<file path="config.mk">
export PLATFORM = sky130hd
export DESIGN_NAME = swflow_ctrl
export DESIGN_NICKNAME = d
export VERILOG_FILES = /design/src/rtl/swflow_pkg.sv /design/src/rtl/swflow_rx_match.sv /design/src/rtl/swflow_tx_inject.sv /design/src/rtl/swflow_tx_arb.sv /design/src/rtl/swflow_ctrl.sv
export SDC_FILE = /design/constraint.sdc
export NUM_CORES = 1
export LEC_CHECK = 0
export BUFFER_PORTS_ARGS = -buffer_cell sky130_fd_sc_hd__buf_2
export CAP_MARGIN = 25
export CORE_MARGIN = 1.5
export CORE_UTILIZATION = 53
export CTS_BUF_LIST = sky130_fd_sc_hd__clkbuf_8
export DETAILED_ROUTE_END_ITERATION = 7
export PLACE_DENSITY = 0.85
export SLEW_MARGIN = 20
export SYNTH_ARGS = -nofsm -noshare
export SYNTH_HDL_FRONTEND = slang
export SYNTH_SLANG_ARGS = --single-unit
</file>
<file path="constraint.sdc">
create_clock -name clk -period 3.3 [get_ports clk]
set_input_delay 0.33 -clock clk [delete_from_list [all_inputs] [get_ports clk]]
set_output_delay 0.33 -clock clk [all_outputs]
set_load 0.1 [all_outputs]
</file>
<file path="src/rtl/swflow_pkg.sv">
package swflow_pkg;

    parameter int SWF_CW = 8;

    typedef logic [SWF_CW-1:0] swf_char_t;

    typedef enum logic [1:0] {
        FC_OFF  = 2'd0,
        FC_SET1 = 2'd1,
        FC_SET2 = 2'd2,
        FC_DUAL = 2'd3
    } fc_mode_e;

    typedef enum logic {
        FK_STOP = 1'b0,
        FK_GO   = 1'b1
    } fc_kind_e;

    typedef enum logic [1:0] {
        INJ_IDLE   = 2'd0,
        INJ_FIRST  = 2'd1,
        INJ_SECOND = 2'd2
    } inj_state_e;

    typedef struct packed {
        swf_char_t go1;
        swf_char_t go2;
        swf_char_t stop1;
        swf_char_t stop2;
    } fc_chars_t;

    // Character used for a given mode, kind and position in a sequence.
    function automatic swf_char_t fc_pick(fc_mode_e m, fc_kind_e k,
                                          logic second, fc_chars_t c);
        logic use_two;
        use_two = (m == FC_SET2) || ((m == FC_DUAL) && second);
        if (k == FK_STOP) return use_two ? c.stop2 : c.stop1;
        else              return use_two ? c.go2   : c.go1;
    endfunction

endpackage

</file>
<file path="src/rtl/swflow_rx_match.sv">
module swflow_rx_match
    import swflow_pkg::*;
(
    input  logic      clk,
    input  logic      rst,
    input  logic      rx_vld,
    input  swf_char_t rx_char,
    input  fc_mode_e  mode,
    input  fc_chars_t chars,
    input  logic      spec_en,
    input  logic      spec_clr,
    output logic      wr_vld,
    output swf_char_t wr_data,
    output logic      paused,
    output logic      spec_flag
);

    logic      hold_vld, n_hold_vld;
    fc_kind_e  hold_kind, n_hold_kind;
    swf_char_t hold_ch, n_hold_ch;
    logic      spill_vld, n_spill;
    swf_char_t spill_ch;
    logic      n_paused;
    logic      emit, set_flag, is_spec, done, flushed;
    swf_char_t emit_ch, stop_lead, go_lead;

    always_comb begin
        is_spec     = spec_en && (rx_char == chars.stop2);
        stop_lead   = fc_pick(mode, FK_STOP, 1'b0, chars);
        go_lead     = fc_pick(mode, FK_GO, 1'b0, chars);
        n_paused    = (mode == FC_OFF) ? 1'b0 : paused;
        n_hold_vld  = (mode == FC_DUAL) ? hold_vld : 1'b0;
        n_hold_kind = hold_kind;
        n_hold_ch   = hold_ch;
        emit        = 1'b0;
        emit_ch     = rx_char;
        n_spill     = 1'b0;
        set_flag    = 1'b0;
        done        = 1'b0;
        flushed     = 1'b0;
        if (rx_vld) begin
            set_flag = is_spec;
            case (mode)
                FC_SET1, FC_SET2: begin
                    if (!is_spec && rx_char == stop_lead)    n_paused = 1'b1;
                    else if (!is_spec && rx_char == go_lead) n_paused = 1'b0;
                    else                                     emit = 1'b1;
                end
                FC_DUAL: begin
                    if (hold_vld) begin
                        if (!is_spec && hold_kind == FK_STOP && rx_char == chars.stop2) begin
                            n_paused   = 1'b1;
                            n_hold_vld = 1'b0;
                            done       = 1'b1;
                        end else if (!is_spec && hold_kind == FK_GO && rx_char == chars.go2) begin
                            n_paused   = 1'b0;
                            n_hold_vld = 1'b0;
                            done       = 1'b1;
                        end else begin
                            // Pair broken: release the held first code now.
                            emit       = 1'b1;
                            emit_ch    = hold_ch;
                            n_hold_vld = 1'b0;
                            flushed    = 1'b1;
                        end
                    end
                    if (!done) begin
                        if (!is_spec && rx_char == chars.stop1) begin
                            n_hold_vld  = 1'b1;
                            n_hold_kind = FK_STOP;
                            n_hold_ch   = rx_char;
                        end else if (!is_spec && rx_char == chars.go1) begin
                            n_hold_vld  = 1'b1;
                            n_hold_kind = FK_GO;
                            n_hold_ch   = rx_char;
                        end else if (flushed) begin
                            n_spill = 1'b1;
                        end else begin
                            emit = 1'b1;
                        end
                    end
                end
                default: emit = 1'b1;
            endcase
        end
    end

    always_ff @(posedge clk) begin
        if (rst) begin
            paused    <= 1'b0;
            hold_vld  <= 1'b0;
            hold_kind <= FK_STOP;
            hold_ch   <= '0;
            spill_vld <= 1'b0;
            spill_ch  <= '0;
            wr_vld    <= 1'b0;
            wr_data   <= '0;
            spec_flag <= 1'b0;
        end else begin
            paused    <= n_paused;
            hold_vld  <= n_hold_vld;
            hold_kind <= n_hold_kind;
            hold_ch   <= n_hold_ch;
            spill_vld <= n_spill;
            spill_ch  <= rx_char;
            wr_vld    <= emit || spill_vld;
            wr_data   <= emit ? emit_ch : spill_ch;
            spec_flag <= set_flag || (spec_flag && !spec_clr);
        end
    end

endmodule

</file>
<file path="src/rtl/swflow_tx_inject.sv">
module swflow_tx_inject
    import swflow_pkg::*;
#(
    parameter int LVL_W = 7
) (
    input  logic             clk,
    input  logic             rst,
    input  fc_mode_e         mode,
    input  fc_chars_t        chars,
    input  logic [LVL_W-1:0] level,
    input  logic [LVL_W-1:0] trig,
    input  logic             ser_rdy,
    output logic             inj_vld,
    output swf_char_t        inj_char
);

    inj_state_e st, n_st;
    fc_kind_e   kind, n_kind;
    logic       owe_go, n_owe_go;
    logic       over, under;

    assign over  = level > trig;
    assign under = level < trig;

    always_comb begin
        n_st     = st;
        n_kind   = kind;
        n_owe_go = owe_go;
        case (st)
            INJ_IDLE: begin
                if (mode == FC_OFF) begin
                    n_owe_go = 1'b0;
                end else if (!owe_go && over) begin
                    n_kind = FK_STOP;
                    n_st   = INJ_FIRST;
                end else if (owe_go && under) begin
                    n_kind = FK_GO;
                    n_st   = INJ_FIRST;
                end
            end
            INJ_FIRST: begin
                if (ser_rdy) begin
                    if (mode == FC_DUAL) begin
                        n_st = INJ_SECOND;
                    end else begin
                        n_st     = INJ_IDLE;
                        n_owe_go = (kind == FK_STOP);
                    end
                end
            end
            INJ_SECOND: begin
                if (ser_rdy) begin
                    n_st     = INJ_IDLE;
                    n_owe_go = (kind == FK_STOP);
                end
            end
            default: n_st = INJ_IDLE;
        endcase
    end

    always_ff @(posedge clk) begin
        if (rst) begin
            st     <= INJ_IDLE;
            kind   <= FK_STOP;
            owe_go <= 1'b0;
        end else begin
            st     <= n_st;
            kind   <= n_kind;
            owe_go <= n_owe_go;
        end
    end

    assign inj_vld  = (st != INJ_IDLE);
    assign inj_char = fc_pick(mode, kind, st == INJ_SECOND, chars);

endmodule

</file>
<file path="src/rtl/swflow_tx_arb.sv">
module swflow_tx_arb
    import swflow_pkg::*;
(
    input  logic      inj_vld,
    input  swf_char_t inj_char,
    input  logic      paused,
    input  logic      txd_vld,
    input  swf_char_t txd_data,
    input  logic      ser_rdy,
    output logic      ser_vld,
    output swf_char_t ser_data,
    output logic      txd_rdy
);

    // Inserted codes win; data flows only when not paused.
    assign ser_vld  = inj_vld || (txd_vld && !paused);
    assign ser_data = inj_vld ? inj_char : txd_data;
    assign txd_rdy  = ser_rdy && !inj_vld && !paused;

endmodule

</file>
<file path="src/rtl/swflow_ctrl.sv">
module swflow_ctrl
    import swflow_pkg::*;
#(
    parameter  int RXQ_DEPTH = 64,
    localparam int LVL_W     = $clog2(RXQ_DEPTH + 1)
) (
    input  logic              clk,
    input  logic              rst,
    input  logic              rx_vld,
    input  logic [SWF_CW-1:0] rx_char,
    output logic              fifo_wr,
    output logic [SWF_CW-1:0] fifo_wdata,
    input  logic [LVL_W-1:0]  rxq_level,
    input  logic [LVL_W-1:0]  rxq_trig,
    input  logic              txd_vld,
    input  logic [SWF_CW-1:0] txd_data,
    output logic              txd_rdy,
    output logic              ser_vld,
    output logic [SWF_CW-1:0] ser_data,
    input  logic              ser_rdy,
    input  logic [SWF_CW-1:0] cfg_xon1,
    input  logic [SWF_CW-1:0] cfg_xon2,
    input  logic [SWF_CW-1:0] cfg_xoff1,
    input  logic [SWF_CW-1:0] cfg_xoff2,
    input  logic [1:0]        rx_mode,
    input  logic [1:0]        tx_mode,
    input  logic              spec_en,
    input  logic              spec_clr,
    output logic              spec_flag
);

    fc_chars_t chars;
    fc_mode_e  rxm, txm;
    logic      paused;
    logic      inj_vld;
    swf_char_t inj_char;

    assign chars = '{go1: cfg_xon1, go2: cfg_xon2, stop1: cfg_xoff1, stop2: cfg_xoff2};
    assign rxm   = fc_mode_e'(rx_mode);
    assign txm   = fc_mode_e'(tx_mode);

    swflow_rx_match u_rx (
        .clk       (clk),
        .rst       (rst),
        .rx_vld    (rx_vld),
        .rx_char   (rx_char),
        .mode      (rxm),
        .chars     (chars),
        .spec_en   (spec_en),
        .spec_clr  (spec_clr),
        .wr_vld    (fifo_wr),
        .wr_data   (fifo_wdata),
        .paused    (paused),
        .spec_flag (spec_flag)
    );

    swflow_tx_inject #(.LVL_W(LVL_W)) u_inj (
        .clk      (clk),
        .rst      (rst),
        .mode     (txm),
        .chars    (chars),
        .level    (rxq_level),
        .trig     (rxq_trig),
        .ser_rdy  (ser_rdy),
        .inj_vld  (inj_vld),
        .inj_char (inj_char)
    );

    swflow_tx_arb u_arb (
        .inj_vld  (inj_vld),
        .inj_char (inj_char),
        .paused   (paused),
        .txd_vld  (txd_vld),
        .txd_data (txd_data),
        .ser_rdy  (ser_rdy),
        .ser_vld  (ser_vld),
        .ser_data (ser_data),
        .txd_rdy  (txd_rdy)
    );

endmodule

</file>
==> Word level (Yosys, flattened, before mapping) <==
Cells that the tools add are included.
{ "classes": {"magnitude_cmp": 2, "n_eq_ne": 19, "muxes": 65, "bitwise": 6, "reduce_logical": 38} }
{ "op_table": {"columns": ["operator", "n"], "rows": [
  ["8-bit two-way mux", 14],
  ["8-bit equality test", 6],
  ["1-bit two-way mux", 41],
  ["1-bit logical AND", 16],
  ["2-bit two-way mux", 6],
  ["2-bit equality test (second input constant)", 5],
  ["2-bit inequality test (second input constant)", 4],
  ["4-bit AND reduction", 2],
  ["7-bit > comparator", 1],
  ["7-bit < comparator", 1],
  ["2-bit logical NOT", 3],
  ["1-bit NOT", 6],
  ["2-bit one-hot mux with 3 select lines", 1],
  ["2-bit nonzero test", 3],
  ["6-bit OR reduction", 1],
  ["1-bit logical NOT", 5],
  ["5-bit AND reduction", 1],
  ["2-bit by 1-bit equality test with 1-bit output (second input constant)", 2],
  ["1-bit logical OR", 4],
  ["1-bit one-hot mux with 2 select lines", 2],
  ["3-bit by 1-bit inequality test with 1-bit output (second input constant)", 1],
  ["1-bit one-hot mux with 3 select lines", 1],
  ["3-bit AND reduction", 1],
  ["3-bit nonzero test", 1],
  ["2 further kinds", 2]
]} }
{ "totals": {"register_bits": 34, "input_bits": 73, "output_inout_bits": 20, "word_cells": 142} }

==> Longest topological paths before layout <==
{ "depth": {"word_depth": 17, "ltp_mapped": 11} }

==> By module <==
A second synthesis with hierarchy kept.
{ "unflattened": {"cells_unflattened": 295, "area_unflattened_um2": 2762.6} }
{ "by_module_without_submodules": {"columns": ["mod", "n_inst", "cells_each", "area_per_inst_um2", "seq_area_each_um2"], "rows": [
  ["swflow_rx_match", 1, 214, 1881.8, 600.6],
  ["swflow_tx_inject", 1, 69, 729.4, 80.1],
  ["swflow_tx_arb", 1, 12, 151.4, 0.0]
]} }

==> Least setup slack after synthesis <==
Ideal clock, no wire load.
{ "synth_timing": {"path_kind": "input port to output port", "startpoint": "in txd_vld", "endpoint": "out ser_vld", "arrival_time_ps": 2452, "t_required_ps": 2970, "slack_ps": 518, "path_stages": 2, "path_buffers": 0, "cell_sequence": "inv_1 o21ai_0"} }
{ "synth_between": {"elab_chain_len": 2} }
{ "synth_lines": {"columns": ["item", "line", "source"], "rows": [
  ["start, declared", "swflow_ctrl.sv:15", "input logic txd_vld,"],
  ["1-bit logical AND", "swflow_tx_arb.sv:16", "assign ser_vld = inj_vld || (txd_vld && !paused);"],
  ["1-bit logical OR", "swflow_tx_arb.sv:16", null],
  ["end, declared", "swflow_ctrl.sv:18", "output logic ser_vld,"]
]} }
Every way passes these cells.

==> Worst setup path after layout <==
{ "layout_timing": {"startpoint": "reg u_inj.st[0]", "endpoint": "out ser_data[4]"} }
{ "layout_between": {"elab_chain_len": 6} }
{ "layout_lines": {"columns": ["item", "line", "source"], "rows": [
  ["start, declared", "swflow_tx_inject.sv:17", "inj_state_e st, n_st;"],
  ["start signal, assigned", "swflow_tx_inject.sv:67", "st <= n_st;"],
  ["2-bit equality test", "swflow_tx_inject.sv:74", "assign inj_char = fc_pick(mode, kind, st == INJ_SECOND, chars);"],
  ["1-bit logical AND", "swflow_pkg.sv:36", "use_two = (m == FC_SET2) || ((m == FC_DUAL) && second);"],
  ["1-bit logical OR", "swflow_pkg.sv:36", null],
  ["8-bit two-way mux, on equally long branches", "swflow_pkg.sv:37, swflow_pkg.sv:38", null],
  ["8-bit two-way mux", "swflow_pkg.sv:37", "if (k == FK_STOP) return use_two ? c.stop2 : c.stop1;"],
  ["8-bit two-way mux (*)", "swflow_tx_arb.sv:17", "assign ser_data = inj_vld ? inj_char : txd_data;"],
  ["end, declared", "swflow_ctrl.sv:19", "output logic [SWF_CW-1:0] ser_data,"]
]} }
Every way passes the cells marked *; elsewhere a longest branch is shown, timed or not.

==> run metrics <==
status finished, final reports clean; # setup viols final 0; vias per inst 5.37; critical path peak fanout 8; Final period util 0.893; minimum clock period 2.95 ns; RSZ-0062 raised after global routing no; main area contributors after synthesis dfxtp_1 (25%), xor2_1 (12%), mux2i_1 (9.8%); Starting Density 0.543; IO buf count 92; DRT iter0 DRCs 79; crit path kind reg -> out; global-route wire length before repair 10300 µm; pwr dens 378 nW/µm²; mux share of post-synthesis cell area 0.240; drt pass-1 iters 5; clk_skew 0.00444 ns; FP Rows 26; Commonest cells post-synth xor2_1 (39), dfxtp_1 (34), nor2_1 (33); post-synth cell types 45; Leak 1.58 nW; share of the synthesized area in the top cell type 0.247; Fill cells 449; Post-synth ARST share 0; Fmax 339 MHz; count of pins over their slew limit 0; nets@finish 467; wire length per cell 14.1 µm; post-synthesis compound-gate area fraction 0.0799; fraction of layout cells with a size suffix above 1 0.353; CTS tree yes; Post-synth EDFFs 0; die area 5640 µm²; worst vdd ir 0.268 mV; CTS clk-pin slew, worst paths 0.07 ns; core box area 5070 µm²; clk_lat worst skew 0.28 ns; final hold viol count 0; vias in the first global route 2357; DRC viols 0; pin count of the biggest net entering global routing 43; Post-Syn Area 2760 µm²; Remaining Overflow, GRT 0; syn nets 383; Die Height 75.1 µm; simple-gate share of the synthesized area 0.172; R2R depth 5; GRT Resource Usage Total 0.237; Root Driver clkbuf_8; Crit-path slowest cell mux4_2; Hold Slack 0.339 ns; ANT nets after route 0; count of state elements after synthesis 34; ys flop type dfxtp_1; average cell area after synthesis 9.28 µm²; Worst path max stage delay 0.60 ns; Startpoint Class register; Hold/Removal Path Class in -> reg; largest family of logic cells by synthesized area multiplexers; Required @ worst endpoint 2.97 ns; Hold Path Depth 2; top routing layer in use met4; CTS Sinks 34; metal2 WL 3300 µm; metal3 WL 341 µm; CP endpoint kind output port; CP Cell Sequence inv_1, ha_1, o21ai_2, mux4_2, mux2_2, buf_2; die width 75.1 µm; Seq/Total Area, Yosys 0.247; Slew @ Worst Pin 0.715 ns; post-synthesis adder-cell area fraction 0.0590; Finished Core Util 0.648; CP arrival 2.62 ns; setup tns final 0 ns; setup bufs post-CTS 0; post-CTS sizing 0; Longest Clk Path Bufs 2; Post-Route M1 WL 2630 µm; Synth Warn # 0; xor-xnor portion of the synthesized cell area 0.127; Total Power 1.24 mW; # diodes 0; most frequent cell after synthesis xor2_1; GPL Wtd Cong 0.889; # H-tree levels 2; dpl hpwl 4990 µm; hold_buf cts 0; via count 2425; leading area contributor after synthesis dfxtp_1; final WL 6350 µm; Area Overhead vs Synth 19.3%; # IOs 93; Num CTS Buffers 5; Max Cap Viol 0; Mapped Cells 297; max_slew headroom 0.524; antenna violations before repair 0
-- cell families after synthesis --
kind of cell,Yosys count
simple gates,91
buf+inv,37
mux,51
compound gates,31
xor+xnor,40
flops,34
fa+ha+maj,13
-- placed cells by master (no fill, tap or decap), types with 7 or more instances in the layout --
master | Yosys | routed
o21ai_0 | 7 | 7
mux2i_1 | 27 | 27
mux4_2 | 8 | 8
mux2_4 | 8 | 8
dfxtp_1 | 34 | 34
buf_2 | 1 | 92
nand2_1 | 9 | 9
mux2_2 | 8 | 8
ha_1 | 13 | 13
xor2_1 | 39 | 39
a21oi_1 | 8 | 8
inv_1 | 17 | 18
nor2b_1 | 21 | 21
nor2_1 | 33 | 33
-- final cells by class --
type	count	area, µm²	share of cell area
Multi-Input combinational cell	226	1870	0.568
Sequential cell	34	681	0.207
Tap cell	70	87.6	0.0266
Clock buffer	6	82.6	0.0251
Clock inverter	2	8.76	0.00266
Inverter	17	63.8	0.0194
Timing Repair Buffer	97	498	0.151
-- critical path: cells and delay by family (launching register included) --
kind                       cells  cell delay (ns)
AOI/OAI and AO/OA              1             0.54
buffers and inverters          2             0.36
DFF                            1             0.34
muxes                          2             0.87
adders and majority gates      1             0.23
-- metal layers --
| layer | vias to the layer above | GRT usage |
|---|---|---|
| met3 | 10 | 0.0522 |
| met5 | - | 0 |
| met4 | 0 | 0.0646 |
| li1 | 1191 | - |
| met1 | 1144 | 0.270 |
| met2 | 80 | 0.441 |
-- path summary, 6_finish.rpt --
kind | start | end | slack [ns]
worst max-delay path | u_inj.st[0]$_SDFFE_PP0P_ | ser_data[4] | 0.35
worst min-delay path | rx_vld | u_rx.paused$_SDFF_PP0_ | 0.34
worst max register to register | u_inj.st[1]$_SDFFE_PP0P_ | u_inj.st[1]$_SDFFE_PP0P_ | 1.45
worst min register to register | u_rx.spill_vld$_SDFF_PP0_ | u_rx.wr_vld$_SDFF_PP0_ | 0.44
-- per-stage QoR --
stage | cell area, µm² | std cells | worst slack [ns]
6_report | 3290 | 452 | 0.354
4_1_cts | 3290 | 452 | 0.332
2_1_floorplan | 2760 | 297 | 0.518
5_1_grt | 3290 | 452 | 0.219
3_3_place_gp | 3200 | 444 | 0.459
3_5_place_dp | 3200 | 444 | 0.354
-- sequential cells by signal, indices dropped and copies added (netlist names) --
name / cells
u_inj.st: 2
u_rx.spill_vld: 1
u_rx.wr_vld: 1
u_rx.spec_flag: 1
u_rx.paused: 1
u_inj.kind: 1
u_rx.spill_ch: 8
u_inj.owe_go: 1
u_rx.hold_vld: 1
u_rx.wr_data: 8
u_rx.hold_kind: 1
u_rx.hold_ch: 8
-- report_power, final --
| part | total, mW | internal, mW | switching (mW) | leakage, nW |
|---|---|---|---|---|
| clock | 0.306 | 0.165 | 0.141 | 0.0524 |
| combinational | 0.503 | 0.160 | 0.342 | 1.25 |
| sequential | 0.434 | 0.427 | 0.00681 | 0.278 |
No activity file was read; power rests on OpenSTA's default activity.
